### config.mk
export PLATFORM = sky130hd
export DESIGN_NAME = stream_mem_writer
export DESIGN_NICKNAME = d
export VERILOG_FILES = /design/src/rtl/smw_pkg.sv /design/src/rtl/smw_ptr_ctrl.sv /design/src/rtl/smw_cmd_issue.sv /design/src/rtl/smw_wdata_stage.sv /design/src/rtl/stream_mem_writer.sv
export SDC_FILE = /design/constraint.sdc
export NUM_CORES = 1
export LEC_CHECK = 0
export BUFFER_PORTS_ARGS = -buffer_cell sky130_fd_sc_hd__buf_4
export CELL_PAD_IN_SITES_DETAIL_PLACEMENT = 1
export CELL_PAD_IN_SITES_GLOBAL_PLACEMENT = 1
export CORE_MARGIN = 2
export CORE_UTILIZATION = 32
export DETAILED_ROUTE_END_ITERATION = 6
export PLACE_DENSITY_LB_ADDON = 0.25
export SYNTH_ARGS = -nofsm -noshare
export SYNTH_HDL_FRONTEND = slang
export SYNTH_SLANG_ARGS = --single-unit
export TNS_END_PERCENT = 30
### constraint.sdc
create_clock -name clk_i -period 3.4 [get_ports clk_i]
set_clock_uncertainty 0.2 [all_clocks]
set_input_delay 0 -clock clk_i [delete_from_list [all_inputs] [get_ports clk_i]]
set_output_delay 0 -clock clk_i [all_outputs]
set_load 0.03 [all_outputs]
### src/rtl/smw_pkg.sv
package smw_pkg;
  function automatic int cnt_w(input int n);
    return (n < 2) ? 1 : $clog2(n);
  endfunction
endpackage

### src/rtl/smw_ptr_ctrl.sv
module smw_ptr_ctrl #(
  parameter int ADDR_W    = 32,
  parameter int BASE      = 8,
  parameter int DEPTH     = 32,
  parameter int WR_THRESH = DEPTH,
  parameter int PTR_W     = 5,
  parameter int LVL_W     = 6
) (
  input  logic              clk_i,
  input  logic              rst_ni,
  input  logic              push_i,
  input  logic              pop_i,
  output logic [ADDR_W-1:0] addr_o,
  output logic [LVL_W-1:0]  level_o,
  output logic              writable_o
);
  localparam logic [PTR_W-1:0] PTR_LAST = PTR_W'(DEPTH - 1);
  localparam logic [LVL_W-1:0] LVL_TH   = LVL_W'(WR_THRESH);

  logic [PTR_W-1:0] wr_ptr_q;
  logic [LVL_W-1:0] level_q;
  logic             pop_eff;

  assign pop_eff = pop_i && (level_q != '0);

  always_ff @(posedge clk_i or negedge rst_ni) begin
    if (!rst_ni) begin
      wr_ptr_q <= '0;
    end else if (push_i) begin
      wr_ptr_q <= (wr_ptr_q == PTR_LAST) ? '0 : wr_ptr_q + 1'b1;
    end
  end

  always_ff @(posedge clk_i or negedge rst_ni) begin
    if (!rst_ni) begin
      level_q <= '0;
    end else if (push_i && !pop_eff) begin
      level_q <= level_q + 1'b1;
    end else if (!push_i && pop_eff) begin
      level_q <= level_q - 1'b1;
    end
  end

  assign addr_o     = ADDR_W'(BASE) + ADDR_W'(wr_ptr_q);
  assign level_o    = level_q;
  assign writable_o = level_q < LVL_TH;
endmodule

### src/rtl/smw_cmd_issue.sv
module smw_cmd_issue (
  input  logic sink_valid_i,
  input  logic writable_i,
  input  logic slot_free_i,
  input  logic cmd_ready_i,
  output logic cmd_valid_o,
  output logic sink_ready_o,
  output logic fire_o
);
  logic can_issue;

  assign can_issue    = writable_i && slot_free_i;
  assign cmd_valid_o  = sink_valid_i && can_issue;
  assign sink_ready_o = can_issue && cmd_ready_i;
  assign fire_o       = cmd_valid_o && cmd_ready_i;
endmodule

### src/rtl/smw_wdata_stage.sv
module smw_wdata_stage #(
  parameter int DATA_W = 32
) (
  input  logic              clk_i,
  input  logic              rst_ni,
  input  logic              push_i,
  input  logic [DATA_W-1:0] data_i,
  input  logic              wdata_ready_i,
  output logic              wdata_valid_o,
  output logic [DATA_W-1:0] wdata_o,
  output logic              slot_free_o
);
  logic              full_q;
  logic [DATA_W-1:0] data_q;
  logic              drain;

  assign drain       = full_q && wdata_ready_i;
  assign slot_free_o = !full_q || wdata_ready_i;

  always_ff @(posedge clk_i or negedge rst_ni) begin
    if (!rst_ni) begin
      full_q <= 1'b0;
    end else if (push_i) begin
      full_q <= 1'b1;
    end else if (drain) begin
      full_q <= 1'b0;
    end
  end

  always_ff @(posedge clk_i or negedge rst_ni) begin
    if (!rst_ni) begin
      data_q <= '0;
    end else if (push_i) begin
      data_q <= data_i;
    end
  end

  assign wdata_valid_o = full_q;
  assign wdata_o       = data_q;
endmodule

### src/rtl/stream_mem_writer.sv
module stream_mem_writer #(
  parameter int DATA_W    = 32,
  parameter int ADDR_W    = 32,
  parameter int BASE      = 8,
  parameter int DEPTH     = 32,
  parameter int WR_THRESH = DEPTH,
  parameter int LVL_W     = smw_pkg::cnt_w(WR_THRESH + 1)
) (
  input  logic              clk_i,
  input  logic              rst_ni,
  input  logic              sink_valid_i,
  output logic              sink_ready_o,
  input  logic [DATA_W-1:0] sink_data_i,
  input  logic              rd_pop_i,
  output logic              cmd_valid_o,
  input  logic              cmd_ready_i,
  output logic              cmd_we_o,
  output logic [ADDR_W-1:0] cmd_addr_o,
  output logic              wdata_valid_o,
  input  logic              wdata_ready_i,
  output logic [DATA_W-1:0] wdata_o,
  output logic [LVL_W-1:0]  level_o,
  output logic              writable_o
);
  localparam int PTR_W = smw_pkg::cnt_w(DEPTH);

  logic fire;
  logic slot_free;

  smw_ptr_ctrl #(
    .ADDR_W(ADDR_W), .BASE(BASE), .DEPTH(DEPTH),
    .WR_THRESH(WR_THRESH), .PTR_W(PTR_W), .LVL_W(LVL_W)
  ) u_ctrl (
    .clk_i      (clk_i),
    .rst_ni     (rst_ni),
    .push_i     (fire),
    .pop_i      (rd_pop_i),
    .addr_o     (cmd_addr_o),
    .level_o    (level_o),
    .writable_o (writable_o)
  );

  smw_cmd_issue u_cmd (
    .sink_valid_i (sink_valid_i),
    .writable_i   (writable_o),
    .slot_free_i  (slot_free),
    .cmd_ready_i  (cmd_ready_i),
    .cmd_valid_o  (cmd_valid_o),
    .sink_ready_o (sink_ready_o),
    .fire_o       (fire)
  );

  smw_wdata_stage #(.DATA_W(DATA_W)) u_wdata (
    .clk_i         (clk_i),
    .rst_ni        (rst_ni),
    .push_i        (fire),
    .data_i        (sink_data_i),
    .wdata_ready_i (wdata_ready_i),
    .wdata_valid_o (wdata_valid_o),
    .wdata_o       (wdata_o),
    .slot_free_o   (slot_free)
  );

  assign cmd_we_o = 1'b1;
endmodule

-- After elaboration in Yosys (flattened, before gate mapping)
Cells that the tools add are included.
- word-level logic and storage cells: 30
- bits of input ports: 38
- register bits after elaboration: 44
- reduce and logical (&&, ||, !) cells: 15
- equality and inequality tests: 1
- order comparisons: 1
- add/sub/neg operators: 4
- multiplexer cells: 5
- operator list (cell ; count):
    $mux W6 ; 2
    $logic_and A1 B1 Y1 ; 8
    $add A4 B5 Y6 const A ; 1
    $add A6 B1 Y6 const B ; 1
    $lt A6 B6 Y1 const B ; 1
    $reduce_bool A6 Y1 ; 1
    $sub A6 B1 Y6 const B ; 1
    $add A5 B1 Y5 const B ; 1
    $eq A5 B5 Y1 const B ; 1
    $mux W5 ; 1
    $reduce_bool A2 Y1 ; 2
    $logic_not A1 Y1 ; 3
    $mux W1 ; 2
    $logic_or A1 B1 Y1 ; 1

-- Longest topological paths before layout
Gate-level depths: netlist of the first run.
- depth in word-level cells: 9
- gate-level depth with buffers: 11
- gate-level depth less buffers: 10

-- Hierarchy
From an unflattened synthesis of the first run, not the netlist that was laid out.
- cells, all modules: 175
- area total of the unflattened synthesis: 2373.5 sq um
- modules (own cells, without submodules) (module ; times used ; area an instance (sq um) ; cells an instance ; sequential area each (sq um)):
    smw_wdata_stage ; 1 ; 1378.8 ; 71 ; 825.8
    smw_ptr_ctrl ; 1 ; 959.7 ; 99 ; 275.3
    smw_cmd_issue ; 1 ; 23.8 ; 3 ; 0.0
    stream_mem_writer ; 1 ; 11.3 ; 2 ; 0.0

-- Worst setup path after synthesis of the first run
No wires, ideal clock.
- kind: reg-to-reg
- start point: register u_ctrl.level_q[5], in the netlist u_ctrl.level_o[5]
- end point: register u_ctrl.level_q[5], in the netlist u_ctrl.level_o[5]
- clock period less this slack: 3.081 ns
- arrival time: 2.755 ns
- cell stages (with the launch flop): 12
- library setup time: 0.126 ns
- path slack: 0.319 ns
- path through: dfrtp_1 > inv_1 > nand4_2 > inv_2 > buf_2 > ha_1 > inv_1 > ha_1 > a211oi_2 > or3b_1 > nand4_1 > a221o_1
- longest elaborated chain between the ends: 7
- elaborated cells on any way between the ends: 15
- classes of those cells: add/sub (2); order compare (1); mux (2); reduce/logical (10)
- RTL lines (element ; line ; RTL):
    start: declaration ; smw_ptr_ctrl.sv:21 ; logic [LVL_W-1:0] level_q;
    start signal: assignment ; smw_ptr_ctrl.sv:38 ; level_q <= level_q + 1'b1;
    start signal: assignment ; smw_ptr_ctrl.sv:40 ; level_q <= level_q - 1'b1;
    $lt A6 B6 Y1 * ; smw_ptr_ctrl.sv:46 ; assign writable_o = level_q < LVL_TH;
    named net writable_o ; stream_mem_writer.sv:23 ; output logic writable_o
    $logic_and A1 B1 Y1 * ; smw_cmd_issue.sv:12 ; assign can_issue = writable_i && slot_free_i;
    $logic_and A1 B1 Y1 * ; smw_cmd_issue.sv:13 ; assign cmd_valid_o = sink_valid_i && can_issue;
    $logic_and A1 B1 Y1 * ; smw_cmd_issue.sv:15 ; assign fire_o = cmd_valid_o && cmd_ready_i;
    named net fire ; stream_mem_writer.sv:27 ; logic fire;
    $logic_not A1 Y1 ; smw_ptr_ctrl.sv:39 ; end else if (!push_i && pop_eff) begin
    $logic_and A1 B1 Y1 ; smw_ptr_ctrl.sv:39 ;
    $reduce_bool A2 Y1 (no source line) ; -- ;
Mark *: on every way through the listed nets, which the timed path passes. The rest lies on a longest branch. The select of a mux whose other input is x is not followed.
A chain may end at the register's enable or synchronous reset.

-- Worst setup path after layout of the first run
- start point: register u_ctrl.level_q[0], in the netlist u_ctrl.level_o[0]
- end point: register u_ctrl.level_q[5], in the netlist u_ctrl.level_o[5]
- longest elaborated chain between the ends: 7
- elaborated cells on any way between the ends: 15
- classes of those cells: add/sub (2); order compare (1); mux (2); reduce/logical (10)
- RTL lines (element ; line):
    $lt A6 B6 Y1 ; smw_ptr_ctrl.sv:46
    $logic_and A1 B1 Y1 ; smw_cmd_issue.sv:12
    $logic_and A1 B1 Y1 ; smw_cmd_issue.sv:13
    $logic_and A1 B1 Y1 ; smw_cmd_issue.sv:15
    $logic_not A1 Y1 ; smw_ptr_ctrl.sv:39
    $logic_and A1 B1 Y1 ; smw_ptr_ctrl.sv:39
    $reduce_bool A2 Y1 (no source line) ; --
Parallel ways exist; a longest one is shown, timed or not. The select of a mux whose other input is x is not followed.

==> run summary, run 1 <==
Flip-flop and latch area = 1100 µm²
Port bufs = 85
Worst setup margin = 0.244 ns
Initial drt markers = 43
Initial antenna violation count = 0
Commonest cells after routing, fill and taps aside = nand2_1, buf_4, dfrtp_1
Die W = 87.7 µm
Synth top area share = 0.491
Setup-failing EPs final = 0
Max Slew Vio Count = 0
Setup TNS = 0 ns
Post-synthesis cell count = 250
Mapped Area = 2240 µm²
CP max FO = 6
Final Cell Area = 3290 µm²
Sinks on the clock net = 44
CP max stage delay = 0.55 ns
Number of synthesized register bits = 44
Crit-path most repeated cell = ha_1
Fillers = 814
Layout Area Growth over Synthesis = 47.0%
Routability cong. = 0.873
Vias = 1987
Post_cts resized = 0
Nets@finish = 412
Worst Setup Start Kind = flop
Setup repair bufs after CTS = 0
Number of global-route vias before repair = 2045
Placement Setup Slack = 0.279 ns
Hold Vio Cnt, Final = 0
Hold-fix buffers, CTS = 34
Die area = 7690 µm²
Max stage delay cell, worst path = or4_1
First-pass GRT wire length = 9.59 mm
HPWL after DPL = 3.94 mm
DR WL/cell = 13.0 µm
Crit path time final = 3.16 ns
Most common cell after layout, fill and taps aside = nand2_1
Top cells by area, synth = dfrtp_1, nand2_1, buf_4
Relative slew slack = 0.623
TritonCTS Buffers = 5
Final period util = 0.928
# IOs = 113
Cell Pwr Density = 927 nW/µm²
Largest net degree at the start of global routing = 45
Bufs on Longest Clock Path = 2
Total power = 0.00305 W
CTS Root Cell = clkbuf_8
Tot GR Track Use = 0.161
RSZ-0062 raised after global routing = false
# rows = 30
Yosys warns = 0
Synth cell types = 40
Via density = 4.30
Seq/Total Area, Yosys = 0.491
H-tree depth = 2
Core ar. = 6790 µm²
Worst VDD drop = 0.385 mV
Critical path required time = 3.39 ns
CTS tree = yes
Max Cap Violations = 0
Delay-heaviest family, CP = compound AO/OA/AOI/OAI gates
Remaining DRCs = 0
Clock slew seen by the registers of the worst setup and hold paths = 0.09 ns
HP Class = in2async
Static leakage = 1.77 nW
Post-route ant nets = 0
Die Ht = 87.7 µm
WP data arrival = 3.15 ns
CP Class = reg2reg
Layout cells sized above 1 = 0.276
Crit path capture type = flop
N_diodes = 0
Mean Syn Cell Area = 8.96 µm²
Synth area leader = dfrtp_1
WP buf/inv = 1
Critical Path, Cell by Cell = or4_1 -> o31ai_1 -> ha_1 -> inv_1 -> ha_1 -> a211oi_2 -> or3b_1 -> nand4_1 -> a221o_1
Post-Route WL = 5.99 mm
Max Clock Freq = 317 MHz
Fin util = 0.485
DP Area = 2840 µm²
Clk Latency, worst-skew pair = 0.31 ns
Router iterations before antenna repair = 4
Total grt overflow = 0
Slew @ Worst Pin = 0.565 ns
Starting Density = 0.330
Status = complete, no violations
Footprint of the multi-input gates = 937 µm²
[cells in the mapped netlist, drive strengths merged]
cell type    n
nand3        1
nor3b        2
nor2         3
or4          1
inv          7
a21o         2
a221o        1
nand2      104
nor3         2
nand4        2
o21bai       1
nand3b       1
xnor2        1
a21oi        3
mux2i        1
o31ai        2
a211oi       1
nand2b       2
fa           1
o22ai        1
o211ai       2
and2         1
o21ai        6
buf         38
conb         2
o2111ai      1
and2b        1
xor2         2
ha           8
or3b         1
dfrtp       44
and3         3
nor2b        1
a21boi       1
[routing by layer]
layer	share of wire	wire, µm	GRT usage
met5	0	0	0
met3	0.063	379	0.0424
met2	0.51	3060	0.282
met1	0.41	2450	0.191
met4	0.016	95	0.0573
[where the power goes]
group	total, W	switching, W	leakage [nW]	internal (W)
clock	0.000420	0.000198	0.0583	0.000222
combinational	0.00168	0.00105	1.17	0.000627
sequential	0.000954	0.000180	0.543	0.000774
total	0.00305	0.00143	1.77	0.00162
[worst paths after layout]
check,slack [ns],start,depth (start not counted),end
setup / recovery,0.24,u_ctrl.level_o[0],9,u_ctrl.level_o[5]
hold / removal,0.03,rst_ni,2,u_wdata.wdata_o[1]
setup reg to reg,0.24,u_ctrl.level_o[0],9,u_ctrl.level_o[5]
hold reg to reg,0.28,u_wdata.wdata_o[29],2,u_wdata.wdata_o[29]
max in group asynchronous,2.58,rst_ni,2,u_wdata.wdata_o[9]
min in group clk_i,0.13,sink_valid_i,4,u_wdata.wdata_valid_o
[logic make-up (layout without fill, tap and decap cells)]
logic type	Yosys count	in the layout	share of synthesized area
AND/OR/NAND/NOR	125	125	0.237
buffers and inverters	45	136	0.132
flip-flops	44	44	0.491
AO/OA/AOI/OAI	21	21	0.0664
adder cells (fa/ha/maj)	9	9	0.0536
XOR/XNOR	3	3	0.0117
other	2	27	0.00335
multiplexers	1	1	0.00447
[sequential cells by signal, summed over array words and instances, names as in the netlist]
name                   count
u_wdata.wdata_o           32
u_ctrl.level_o             6
u_ctrl.wr_ptr_q            5
u_wdata.wdata_valid_o      1
[cell type report]
class,count,share of cell area
clock inverter,3,0.0144
inverter,7,0.00798
sequential,44,0.334
clock buffer,5,0.0209
multi-input combinational,186,0.284
timing repair buffer,121,0.302
tap,96,0.0365
[worst reg2reg max path, delay by kind of cell, from the launching register on]
| kind | cells | cell delay (ns) |
|---|---|---|
| flops | 1 | 0.45 |
| buf+inv | 1 | 0.13 |
| compound gates | 3 | 0.83 |
| simple gates | 3 | 0.81 |
| fa+ha+maj | 2 | 0.64 |
[through the flow]
stage / std cells / hold slack, ns
2_1_floorplan: 275 / -0.496
4_1_cts: 462 / 0.0425
3_3_place_gp: 420 / -0.157
5_1_grt: 462 / 0.0845
6_report: 462 / 0.0282
3_5_place_dp: 420 / -0.163
(Power assumes the default switching activity.)
==> run 2, diff against run 1 <==
Settings changed: MAX_ROUTING_LAYER set to met4, PLACE_DENSITY set to 0.86, PLACE_DENSITY_LB_ADDON 0.25 to unset.
==> run 2 against run 1 <==
  * Clock-buffer cell count is 2 higher
  * Global-route usage is 0.99 points higher
  * Largest cell class unchanged
  * Wire length is 2.9% higher
  * Via count is 0.65% higher
  * Design area is 0.68% lower
  * Utilization is 0.33 points lower
  * Cell count stayed put
  * Sequential share of layout area is 0.23 points higher
  * Critical path depth stayed put
  * First-iteration DRC count is 70% higher
==> run summary, run 2 (synthesized netlist as in run 1, its figures left out) <==
Fillers = 813 (-0.12%)
Slew @ Worst Pin = 0.573 ns (+0.00815 ns)
Post_cts resized = 0 (unchanged)
Number of global-route vias before repair = 2158 (+5.5%)
Worst Setup Start Kind = flop
Post-Route WL = 6.16 mm (+2.9%)
Initial antenna violation count = 0 (unchanged)
Die Ht = 87.7 µm (unchanged)
HP Class = in2async
Initial drt markers = 73 (+70%)
Critical path required time = 3.38 ns (about the same)
Int Pwr = 0.00157 W (-3.4%)
Worst R2R Path Depth = 9 (unchanged)
Clock power share = 0.115 (-0.023)
Max Clock Freq = 315 MHz (-0.62%)
Layout cells sized above 1 = 0.273 (-0.00273)
P_sw = 0.00143 W (about the same)
Remaining DRCs = 0 (unchanged)
Crit path capture type = flop
RSZ-0062 raised after global routing = false
Tot GR Track Use = 0.171 (+0.00987)
Flop pwr share = 0.320 (+0.007)
Setup crit start = u_ctrl.level_o[5]
DR WL/cell = 13.3 µm (+2.9%)
Clk Latency, worst-skew pair = 0.29 ns (-0.02 ns)
Critical R2R Launch = u_ctrl.level_o[5]
Core ar. = 6790 µm² (unchanged)
Max FFs per register = 32 (unchanged)
HPWL after DPL = 4.08 mm (+3.5%)
Static leakage = 1.76 nW (-0.78%)
Total grt overflow = 0 (unchanged)
Comb power frac = 0.565 (+0.015)
# IOs = 113 (unchanged)
Largest net degree at the start of global routing = 45 (unchanged)
Crit Reg-Reg Endpoint = u_ctrl.level_o[5]
Max Slew Vio Count = 0 (unchanged)
Fin Hold WS = 0.0545 ns (+0.0264 ns)
Setup TNS = 0 ns (unchanged)
WP data arrival = 3.15 ns (about the same)
Die W = 87.7 µm (unchanged)
Hold Vio Cnt, Final = 0 (unchanged)
Post-route ant nets = 0 (unchanged)
Clock slew seen by the registers of the worst setup and hold paths = 0.08 ns (about the same)
Final period util = 0.934 (+0.00583)
# rows = 30 (unchanged)
CTS tree = yes
Port bufs = 85 (unchanged)
Switching Fraction = 0.477 (+0.00882)
Router iterations before antenna repair = 3 (-1)
CP Class = reg2reg
Via density = 4.33 (+0.65%)
H-tree depth = 2 (unchanged)
Nets@finish = 412 (unchanged)
Die area = 7690 µm² (unchanged)
Commonest cells after routing, fill and taps aside = nand2_1, buf_4, dfrtp_1
Bufs on Longest Clock Path = 2 (unchanged)
Layout Area Growth over Synthesis = 46.0%
Status = complete, no violations
Placement Setup Slack = 0.234 ns (-0.0457 ns)
First-pass GRT wire length = 10.0 mm (+4.4%)
Starting Density = 0.330 (unchanged)
Routability cong. = 0.836 (-4.3%)
Relative slew slack = 0.618 (-0.00543)
Setup-failing EPs final = 0 (unchanged)
Max Cap Violations = 0 (unchanged)
Worst setup margin = 0.224 ns (-0.0198 ns)
Worst VDD drop = 0.404 mV (+5.0%)
Worst reg2reg setup slack = 0.22 ns (-0.02 ns)
Total power = 0.00300 W (-1.8%)
Most common cell after layout, fill and taps aside = nand2_1
Crit path time final = 3.18 ns (+0.0198 ns)
CP max FO = 8 (+2)
Sinks on the clock net = 44 (unchanged)
CTS Root Cell = clkbuf_8
TritonCTS Buffers = 5 (unchanged)
Cell Pwr Density = 917 nW/µm² (-1.1%)
Vias = 2000 (+0.65%)
N_diodes = 0 (unchanged)
## run 2: cell types whose count changed in the layout (fill, tap and decap cells not counted)
| cell | delta |
|---|---|
| clkbuf_8 | +1 |
| clkinv_4 | -2 |
| clkbuf_1 | +1 |
| bufinv_16 | -1 |
| clkinvlp_4 | +1 |
## run 2: worst max-delay path, stage by stage (launching register included)
cell	delay, ns
dfrtp_1	0.48
or4_1	0.53
o31ai_1	0.22
ha_1	0.30
inv_1	0.14
ha_1	0.33
a211oi_2	0.34
or3b_1	0.16
nand4_1	0.09
a221o_1	0.26
## run 2: what timing repair did
action	in CTS	in global routing
hold buffers	34	0
hold endpoints to repair	77	0
setup buffers	0	0
## run 2: power by group through the flow
stage | registers, W | logic, W | clock network, W
final | 0.000960 | 0.00169 | 0.000345
after global routing | 0.000998 | 0.00185 | 0.000378
after CTS | 0.000963 | 0.00171 | 0.000358
after detailed placement | 0.000973 | 0.00167 | 0
after global placement | 0.000957 | 0.00162 | 0
after floorplan | 0.00140 | 0.000649 | 0
## run 2: layout make-up
cell class              instances  area (µm²)  area share
multi-input cells             186         937       0.286
clock inverters                 1        7.51     0.00229
well taps                      96         120      0.0367
flip-flops and latches         44        1100       0.337
inverters                       7        26.3     0.00803
clock buffers                   7        86.3      0.0264
repair buffers                121         993       0.304
## run 2: routing by layer
metal	vias up	track usage	share of wire
met4	0	0.0490	0.014
li1	966	-	-
met1	965	0.186	0.40
met3	9	0.0368	0.046
met2	60	0.313	0.54
met5	-	-	0
## run 2: worst max path at each step
stage	end	cells after the start
global placement	u_ctrl.level_o[5]	9
global route	u_ctrl.level_o[5]	9
detailed placement	u_ctrl.level_o[5]	9
finish	u_ctrl.level_o[5]	9
CTS	u_ctrl.level_o[5]	9
floorplan	u_ctrl.level_o[5]	11
## run 2: through the flow
stage / util / std cells / instance area, µm²
final: 0.482 / 462 / 3270
after global routing: 0.482 / 462 / 3270
after CTS: 0.482 / 462 / 3270
after detailed placement: 0.418 / 420 / 2840
after global placement: 0.418 / 420 / 2840
after floorplan: - / 275 / 2330
==> run 3, diff against run 2 <==
Settings changed: PLACE_DENSITY 0.86 to 0.79.
==> run 3 against run 2 <==
  * Maximum frequency grew 1.2%
  * Die area stayed put
  * Critical endpoint unchanged
  * Total power fell by 0.99%
  * Register-to-register slack gained 0.04 ns
  * Clock power is 8.7% lower
  * Largest power group unchanged
  * Worst setup slack improved by 0.038 ns
  * Sequential share of layout area grew 0.13 points
  * Clock-buffer cell count down 2
  * Critical path type unchanged
  * Via count shrank 1.5%
  * Cell count down 0.22%
==> run summary, run 3 (synthesized netlist as in run 1, its figures left out) <==
N_diodes = 0 (unchanged)
Commonest cells after routing, fill and taps aside = nand2_1, buf_4, dfrtp_1
Core ar. = 6790 µm² (unchanged)
Layout Area Growth over Synthesis = 45.4%
Clock slew seen by the registers of the worst setup and hold paths = 0.08 ns (about the same)
TritonCTS Buffers = 5 (unchanged)
WP data arrival = 3.13 ns (-0.02 ns)
Number of global-route vias before repair = 2016 (-6.6%)
Clock power share = 0.106 (-0.009)
Initial drt markers = 28 (-62%)
Max FFs per register = 32 (unchanged)
Hold Vio Cnt, Final = 0 (unchanged)
Largest net degree at the start of global routing = 45 (unchanged)
Tot GR Track Use = 0.172 (+0.000940)
CTS tree = yes
Relative slew slack = 0.609 (-0.00918)
Nets@finish = 412 (unchanged)
Die W = 87.7 µm (unchanged)
Slew @ Worst Pin = 0.587 ns (+0.0138 ns)
CP max FO = 8 (unchanged)
Post-Route WL = 6.30 mm (+2.2%)
# IOs = 113 (unchanged)
Crit path time final = 3.14 ns (-0.0378 ns)
Max Slew Vio Count = 0 (unchanged)
Flop pwr share = 0.324 (+0.004)
Critical path required time = 3.39 ns (about the same)
CP Class = reg2reg
Setup TNS = 0 ns (unchanged)
Worst Setup Start Kind = flop
Crit path capture type = flop
Initial antenna violation count = 0 (unchanged)
Max Cap Violations = 0 (unchanged)
Router iterations before antenna repair = 4 (+1)
Cell total after placement = 420 (unchanged)
Layout cells sized above 1 = 0.274 (+0.000749)
Static leakage = 1.75 nW (-0.25%)
Worst VDD drop = 0.360 mV (-11%)
CTS Root Cell = clkbuf_8
Cell Pwr Density = 911 nW/µm² (-0.61%)
# rows = 30 (unchanged)
Total grt overflow = 0 (unchanged)
Switching Fraction = 0.481 (+0.00359)
Final Cell Area = 3260 µm² (-0.38%)
Final period util = 0.923 (-0.0111)
Die area = 7690 µm² (unchanged)
Fin Hold WS = 0.0536 ns (-0.000888 ns)
DR WL/cell = 13.7 µm (+2.4%)
Final Non-Filler Cells = 461 (-0.22%)
Max Clock Freq = 319 MHz (+1.2%)
Status = complete, no violations
Sinks on the clock net = 44 (unchanged)
First-pass GRT wire length = 9.90 mm (-1.1%)
Bufs on Longest Clock Path = 2 (unchanged)
Post-route ant nets = 0 (unchanged)
Clk Latency, worst-skew pair = 0.30 ns (about the same)
RSZ-0062 raised after global routing = false
DP Area = 2840 µm² (unchanged)
Most common cell after layout, fill and taps aside = nand2_1
Comb power frac = 0.570 (+0.005)
Remaining DRCs = 0 (unchanged)
HP Class = in2async
HPWL after DPL = 4.02 mm (-1.5%)
Int Pwr = 0.00154 W (-1.7%)
Port bufs = 85 (unchanged)
Via density = 4.27 (-1.3%)
Vias = 1970 (-1.5%)
Starting Density = 0.330 (unchanged)
Die Ht = 87.7 µm (unchanged)
Routability cong. = 0.814 (-2.6%)
P_sw = 0.00143 W (-0.25%)
Post_cts resized = 0 (unchanged)
Fillers = 801 (-1.5%)
Setup-failing EPs final = 0 (unchanged)
Total power = 0.00297 W (-0.99%)
H-tree depth = 2 (unchanged)
## run 3: cell types whose count changed in the layout (fill, tap and decap cells not counted), sizes merged
cell    change
clkinv      +1
clkbuf      -2
## run 3: cell type report
type	instances	area, µm²	share of cell area
Multi-Input combinational cell	186	937	0.288
Inverter	7	26.3	0.00806
Clock buffer	5	68.8	0.0211
Timing Repair Buffer	121	993	0.305
Tap cell	96	120	0.0369
Clock inverter	2	12.5	0.00384
Sequential cell	44	1100	0.338
## run 3: power by group through the flow
stage | Sequential, W | Clock, W | Combinational, W
2_1_floorplan | 0.00140 | 0 | 0.000649
3_3_place_gp | 0.000955 | 0 | 0.00163
3_5_place_dp | 0.000972 | 0 | 0.00167
4_1_cts | 0.000964 | 0.000331 | 0.00170
5_1_grt | 0.000998 | 0.000349 | 0.00184
6_report | 0.000962 | 0.000315 | 0.00169
## run 3: timing repair
action | CTS | global route
setup endpoints to repair | 0 | 0
setup buffers | 0 | 0
hold endpoints to repair | 77 | 0
hold buffers | 34 | 0
## run 3: path summary, 6_finish.rpt
| check | from | end | slack [ns] | cells past startpoint |
|---|---|---|---|---|
| worst max-delay path | u_ctrl.level_o[5] | u_ctrl.level_o[5] | 0.26 | 9 |
| worst min-delay path | rst_ni | u_wdata.wdata_o[0] | 0.05 | 2 |
| worst max register to register | u_ctrl.level_o[5] | u_ctrl.level_o[5] | 0.26 | 9 |
| worst min register to register | u_wdata.wdata_o[15] | u_wdata.wdata_o[15] | 0.28 | 2 |
| max in group asynchronous | rst_ni | u_wdata.wdata_o[6] | 2.54 | 2 |
| min in group clk_i | sink_valid_i | u_wdata.wdata_valid_o | 0.14 | 4 |
## run 3: per-stage QoR
stage	setup WS, ns	util
5_1_grt	0.0441	0.480
6_report	0.262	0.480
4_1_cts	0.237	0.480
3_3_place_gp	0.373	0.418
2_1_floorplan	0.319	-
3_5_place_dp	0.245	0.418
## run 3: metal layers
| layer | global-route usage | up-vias | wire length, µm |
|---|---|---|---|
| li1 | - | 962 | - |
| met1 | 0.186 | 939 | 2440 |
| met2 | 0.313 | 62 | 3440 |
| met3 | 0.0386 | 7 | 342 |
| met4 | 0.0503 | 0 | 75 |
| met5 | - | - | 0 |
## run 3: critical path, stage by stage, from the launching register on
cell      delay (ns)
dfrtp_1         0.47
or4_1           0.52
o31ai_1         0.22
ha_1            0.31
inv_1           0.14
ha_1            0.32
a211oi_2        0.33
or3b_1          0.17
nand4_1         0.09
a221o_1         0.26
